File: config.mk
export PLATFORM = sky130hd
export DESIGN_NAME = memmap_decode
export DESIGN_NICKNAME = d
export VERILOG_FILES = /design/src/rtl/memmap_pkg.sv /design/src/rtl/mm_region_hit.sv /design/src/rtl/mm_map_reg.sv /design/src/rtl/mm_select_arb.sv /design/src/rtl/memmap_decode.sv
export SDC_FILE = /design/constraint.sdc
export NUM_CORES = 1
export LEC_CHECK = 0
export ABC_AREA = 1
export BUFFER_PORTS_ARGS = -buffer_cell sky130_fd_sc_hd__buf_4
export CAP_MARGIN = 20
export CORE_UTILIZATION = 25
export CTS_CLUSTER_DIAMETER = 50
export CTS_CLUSTER_SIZE = 30
export DETAILED_ROUTE_END_ITERATION = 12
export PLACE_DENSITY_LB_ADDON = 0.12
export SETUP_SLACK_MARGIN = 0.1
export SLEW_MARGIN = 30
export SYNTH_ARGS = -nofsm -noshare
export SYNTH_HDL_FRONTEND = slang
export SYNTH_HIERARCHICAL = 1
export SYNTH_SLANG_ARGS = --single-unit
File: constraint.sdc
create_clock -name clk -period 1.42 [get_ports clk]
set_input_delay 0.284 -clock clk [delete_from_list [all_inputs] [get_ports clk]]
set_output_delay 0.284 -clock clk [all_outputs]
set_load 0.1 [all_outputs]
File: src/rtl/memmap_pkg.sv
package memmap_pkg;

  typedef enum logic [1:0] {
    TGT_REGS = 2'd0,
    TGT_RAM  = 2'd1,
    TGT_ROM  = 2'd2,
    TGT_EXT  = 2'd3
  } target_e;

  typedef struct packed {
    logic regs;
    logic ram;
    logic rom;
    logic ext;
  } sel_t;

  function automatic sel_t target_to_sel(input target_e tgt, input logic active);
    sel_t s;
    s = '0;
    if (active) begin
      unique case (tgt)
        TGT_REGS: s.regs = 1'b1;
        TGT_RAM:  s.ram  = 1'b1;
        TGT_ROM:  s.rom  = 1'b1;
        default:  s.ext  = 1'b1;
      endcase
    end
    return s;
  endfunction

endpackage

File: src/rtl/mm_region_hit.sv
module mm_region_hit #(
  parameter int ADDR_W    = 16,
  parameter int BASE_W    = 4,
  parameter int SPAN_LOG2 = 9
) (
  input  logic [ADDR_W-1:0] addr,
  input  logic [BASE_W-1:0] base,
  output logic              hit
);
  localparam int GAP_HI = ADDR_W - BASE_W - 1;

  logic base_eq;
  assign base_eq = (addr[ADDR_W-1 -: BASE_W] == base);

  generate
    if (SPAN_LOG2 > GAP_HI) begin : g_full_page
      assign hit = base_eq;
    end else begin : g_sub_page
      assign hit = base_eq && (addr[GAP_HI:SPAN_LOG2] == '0);
    end
  endgenerate
endmodule

File: src/rtl/mm_map_reg.sv
module mm_map_reg #(
  parameter int ADDR_W    = 16,
  parameter int DATA_W    = 8,
  parameter int WINDOW    = 64,
  parameter int RESET_MAP = 8'h01,
  parameter int OFFSET    = 'h3D
) (
  input  logic                clk,
  input  logic                rst,
  input  logic                wr_en,
  input  logic [ADDR_W-1:0]   addr,
  input  logic [DATA_W-1:0]   wdata,
  input  logic                special_mode,
  output logic [DATA_W-1:0]   map_q
);
  localparam int BASE_W = DATA_W / 2;
  localparam int OFF_W  = ADDR_W - BASE_W;
  localparam int CNT_W  = $clog2(WINDOW + 1);
  localparam logic [CNT_W-1:0] CNT_MAX = CNT_W'(WINDOW);
  localparam logic [OFF_W-1:0] OFF_V   = OFF_W'(OFFSET);

  logic [CNT_W-1:0] cyc_cnt;
  logic             written;
  logic             addr_hit;
  logic             window_open;
  logic             accept;

  assign addr_hit    = (addr == {map_q[BASE_W-1:0], OFF_V});
  assign window_open = (cyc_cnt < CNT_MAX);
  assign accept      = wr_en && addr_hit &&
                       (special_mode || (!written && window_open));

  always_ff @(posedge clk) begin
    if (rst) begin
      cyc_cnt <= '0;
    end else if (window_open) begin
      cyc_cnt <= cyc_cnt + 1'b1;
    end
  end

  always_ff @(posedge clk) begin
    if (rst) begin
      map_q   <= DATA_W'(RESET_MAP);
      written <= 1'b0;
    end else if (accept) begin
      map_q   <= wdata;
      written <= 1'b1;
    end
  end
endmodule

File: src/rtl/mm_select_arb.sv
module mm_select_arb
  import memmap_pkg::*;
(
  input  logic regs_hit,
  input  logic ram_hit,
  input  logic rom_hit,
  input  logic rom_en,
  input  logic active,
  output sel_t sel
);
  target_e tgt;

  always_comb begin
    if (regs_hit)               tgt = TGT_REGS;
    else if (ram_hit)           tgt = TGT_RAM;
    else if (rom_hit && rom_en) tgt = TGT_ROM;
    else                        tgt = TGT_EXT;
    sel = target_to_sel(tgt, active);
  end
endmodule

File: src/rtl/memmap_decode.sv
module memmap_decode
  import memmap_pkg::*;
#(
  parameter int ADDR_W    = 16,
  parameter int DATA_W    = 8,
  parameter int RAM_BYTES = 512,
  parameter int REG_BYTES = 128,
  parameter int ROM_BASE  = 'hC000,
  parameter int ROM_BYTES = 'h4000,
  parameter int MAP_OFS   = 'h3D,
  parameter int WINDOW    = 64,
  parameter int RESET_MAP = 8'h01
) (
  input  logic              clk,
  input  logic              rst,
  input  logic [15:0]       addr,
  input  logic              rd_en,
  input  logic              wr_en,
  input  logic [7:0]        wdata,
  input  logic              special_mode,
  input  logic              rom_en,
  output logic              sel_regs,
  output logic              sel_ram,
  output logic              sel_rom,
  output logic              sel_ext,
  output logic [7:0]        map_rdata
);
  localparam int BASE_W    = DATA_W / 2;
  localparam int RAM_LOG2  = $clog2(RAM_BYTES);
  localparam int REG_LOG2  = $clog2(REG_BYTES);
  localparam logic [ADDR_W:0] ROM_LO = (ADDR_W+1)'(ROM_BASE);
  localparam logic [ADDR_W:0] ROM_HI = (ADDR_W+1)'(ROM_BASE + ROM_BYTES);

  logic [DATA_W-1:0] map_q;
  logic              regs_hit, ram_hit, rom_hit;
  logic [ADDR_W:0]   addr_x;
  sel_t              sel_d, sel_q;

  mm_map_reg #(
    .ADDR_W(ADDR_W), .DATA_W(DATA_W), .WINDOW(WINDOW),
    .RESET_MAP(RESET_MAP), .OFFSET(MAP_OFS)
  ) map_i (
    .clk(clk), .rst(rst), .wr_en(wr_en), .addr(addr), .wdata(wdata),
    .special_mode(special_mode), .map_q(map_q)
  );

  mm_region_hit #(.ADDR_W(ADDR_W), .BASE_W(BASE_W), .SPAN_LOG2(REG_LOG2)) regs_hit_i (
    .addr(addr), .base(map_q[BASE_W-1:0]), .hit(regs_hit)
  );

  mm_region_hit #(.ADDR_W(ADDR_W), .BASE_W(BASE_W), .SPAN_LOG2(RAM_LOG2)) ram_hit_i (
    .addr(addr), .base(map_q[DATA_W-1:BASE_W]), .hit(ram_hit)
  );

  assign addr_x  = {1'b0, addr};
  assign rom_hit = (addr_x >= ROM_LO) && (addr_x < ROM_HI);

  mm_select_arb arb_i (
    .regs_hit(regs_hit), .ram_hit(ram_hit), .rom_hit(rom_hit),
    .rom_en(rom_en), .active(rd_en | wr_en), .sel(sel_d)
  );

  always_ff @(posedge clk) begin
    if (rst) sel_q <= '0;
    else     sel_q <= sel_d;
  end

  assign sel_regs  = sel_q.regs;
  assign sel_ram   = sel_q.ram;
  assign sel_rom   = sel_q.rom;
  assign sel_ext   = sel_q.ext;
  assign map_rdata = map_q;
endmodule

==> results.ini <==
[status]
status = complete, no violations

[setup_path]
r2r-end = map_i/map_q[7]
cp_max_fo = 5
timing.rr.start = map_i/map_q[2]
end_kind = flip-flop
r2r_setup_slack_ns = 0.18
required_ns = 1.61
critical_path_class = flip-flop to flip-flop
setup.worst_path.start_class = flip-flop
worstPathArrival_ns = 1.44
reg2regPathDepth = 5

[flow_run]
maxCapViolCount = 0

[power_and_ir_drop]
p_sw_uw = 290
p_per_area_nw_per_um2 = 675
power.internal_uw = 849
p_seq_share_pct = 49.4
leakage_nw = 0.842
p_comb_share_pct = 17.6
clock_power_share_pct = 33.0
irDropWorstVdd_mv = 0.369
swShare_pct = 25.5

[timing]
max_freq_mhz = 804
relSlewSlack_pct = 72.6
finalCritPeriodShare_pct = 87.6
hold_viol = 0
finalSetupViolCount = 0
period_minus_slack_ns = 1.24
finalMaxSlewViolations = 0
final.setup.tns_ns = 0
fin_skew_ns = 0.00192
grt_setup_unrepaired = true
worst_slew_pin_slew_ns = 0.410

[synth]
synth-edff-count = 0
synthFlopType = dfxtp_1
yosysTopAreaCell = dfxtp_1
yosysWarnings = 6
synth_common_cells = 54 x nand2_1, 46 x nor2_1, 43 x inv_1
syn-cell-area_um2 = 1210
synth_cell_types = 20
yosysMostFrequentCell = nand2_1
syn_inst = 206
synth-seq-cells = 20
synth.net_count = 237
synth-seq-area-share_pct = 33.0
syn-mean-instance-area_um2 = 5.89
synth-async-reset-ratio_pct = 0
ys_top_cells_by_area = dfxtp_1 33%, nand2_1 17%, nor2_1 14%, inv_1 13%, nand3_1 5.0%
synth_top_area_share_pct = 33.0

[die]
rows = 24
coreArea_um2 = 4500
fp.dieH_um = 71.6
die-area_um2 = 5130
die_w_um = 71.6
io_pins = 42
initial_core_util_pct = 26.9

[worst_hold_path]
hp-class = input pin to flip-flop
min_to = map_i/map_q[0]
min-delay-start = wdata[0]
holdPathStages = 3

[clock_tree]
cts-root-buf = clkbuf_8
cts_hold_buf = 0
cts_tree = built
clock_sinks = 20
postCtsSetupBuffers = 0
insertion_delay_ns = 0.25
htreeDepth = 1
cts_buffers = 3
clock_path_buffers = 2
path_clk_slew_ns = 0.07

[routing]
dr.pass1.iters = 4
wl_per_cell_um = 9.49
wl_mm = 2.87
ant_nets = 0
vias_per_cell = 4.12
drc = 0
drtIter0Drc = 38
vias = 1249

[placement]
place_hpwl_mm = 2.25
gp_congestion = 0.726
placed_area_um2 = 1610
io_buffers = 41

[global_routing]
grt_use_total_pct = 12.0
grt_pass1_wl_mm = 4.82
grt.overflow.total = 0
antenna_found_initial = 0
grt_pass1_vias = 1148
grt_max_degree = 14

[finish]
fillers = 524
fin_area_um2 = 1690
final_nets = 283
area_growth_pct = 39.3
diodes = 0
drive_gt1_share_pct = 28.3

-- cells by family after synthesis --
| kind of cell | after synthesis | synth area share [%] |
|---|---|---|
| compound gates | 9 | 3.92 |
| xor+xnor | 5 | 3.61 |
| fa+ha+maj | 1 | 1.03 |
| buf+inv | 45 | 14.0 |
| flops | 20 | 33.0 |
| simple gates | 126 | 44.4 |
-- per-stage QoR --
stage	utilization [%]	hold WS [ns]	std cells	power [mW]	setup slack, ns
floorplan	-	0.353	206	0.674	0.0999
global placement	35.8	0.464	298	0.776	0.106
detailed placement	35.8	0.471	298	0.774	0.110
CTS	36.8	0.238	302	1.16	0.144
global route	37.5	0.251	303	1.22	0.0317
finish	37.5	0.242	303	1.14	0.176
-- registers in the layout (all words and copies together) (netlist names) --
signal	count
sel_regs	1
map_i/map_q	8
sel_ram	1
map_i/cyc_cnt	7
sel_rom	1
map_i/written	1
sel_ext	1
-- layer usage --
layer / GRT usage [%] / vias up / part of all wire, %
li1: - / 699 / -
met1: 15.8 / 517 / 51
met2: 19.1 / 29 / 42
met3: 2.53 / 4 / 5.3
met4: 4.58 / 0 / 1.4
met5: 0 / - / 0
-- power groups by stage --
stage / clock, mW / sequential [mW] / combinational [mW]
3_3_place_gp: 0 / 0.576 / 0.200
4_1_cts: 0.398 / 0.562 / 0.200
5_1_grt: 0.433 / 0.563 / 0.227
3_5_place_dp: 0 / 0.576 / 0.199
2_1_floorplan: 0 / 0.595 / 0.0789
6_report: 0.376 / 0.563 / 0.201
-- worst max-delay path, cell delays in order, from the launching register on --
cell and delay, ns:
dfxtp_4 0.37, xnor2_2 0.14, nand4_1 0.24, nor2_2 0.28, nor2_1 0.06, nor2_1 0.09
-- repair_timing --
item	in CTS	in global routing
resized for setup	0	7
endpoints found under the setup margin	0	9
hold endpoints to repair	0	0
-- layout make-up --
class / count / area (um2) / area share (%)
tap: 52 / 65.1 / 3.85
timing repair buffer: 42 / 315 / 18.7
inverter: 43 / 161 / 9.56
multi-input combinational: 142 / 672 / 39.8
sequential: 20 / 430 / 25.5
clock buffer: 4 / 45.0 / 2.67
-- cells in the final DEF (no fill, tap or decap), drive strengths merged, types with 2 or more instances in the layout --
master and instances:
a21oi 4, buf 42, clkbuf 4, dfxtp 20
inv 43, nand2 54, nand3 13, nand4 2
nor2 53, nor3 3, o21ai 4, xnor2 5
-- how the worst max path moves through the flow --
stage                   startpoint              to  slack [ns]  depth (start not counted)
global placement          addr[14]  map_i/map_q[0]        0.11                          6
detailed placement         addr[1]  map_i/map_q[0]        0.11                          8
global route        map_i/map_q[3]  map_i/map_q[2]        0.03                          9
finish              map_i/map_q[2]  map_i/map_q[7]        0.18                          5
CTS                 map_i/map_q[2]  map_i/map_q[0]        0.14                          5
floorplan           map_i/map_q[3]  map_i/map_q[2]         0.1                          8
No activity file was read; power rests on OpenSTA's default activity.
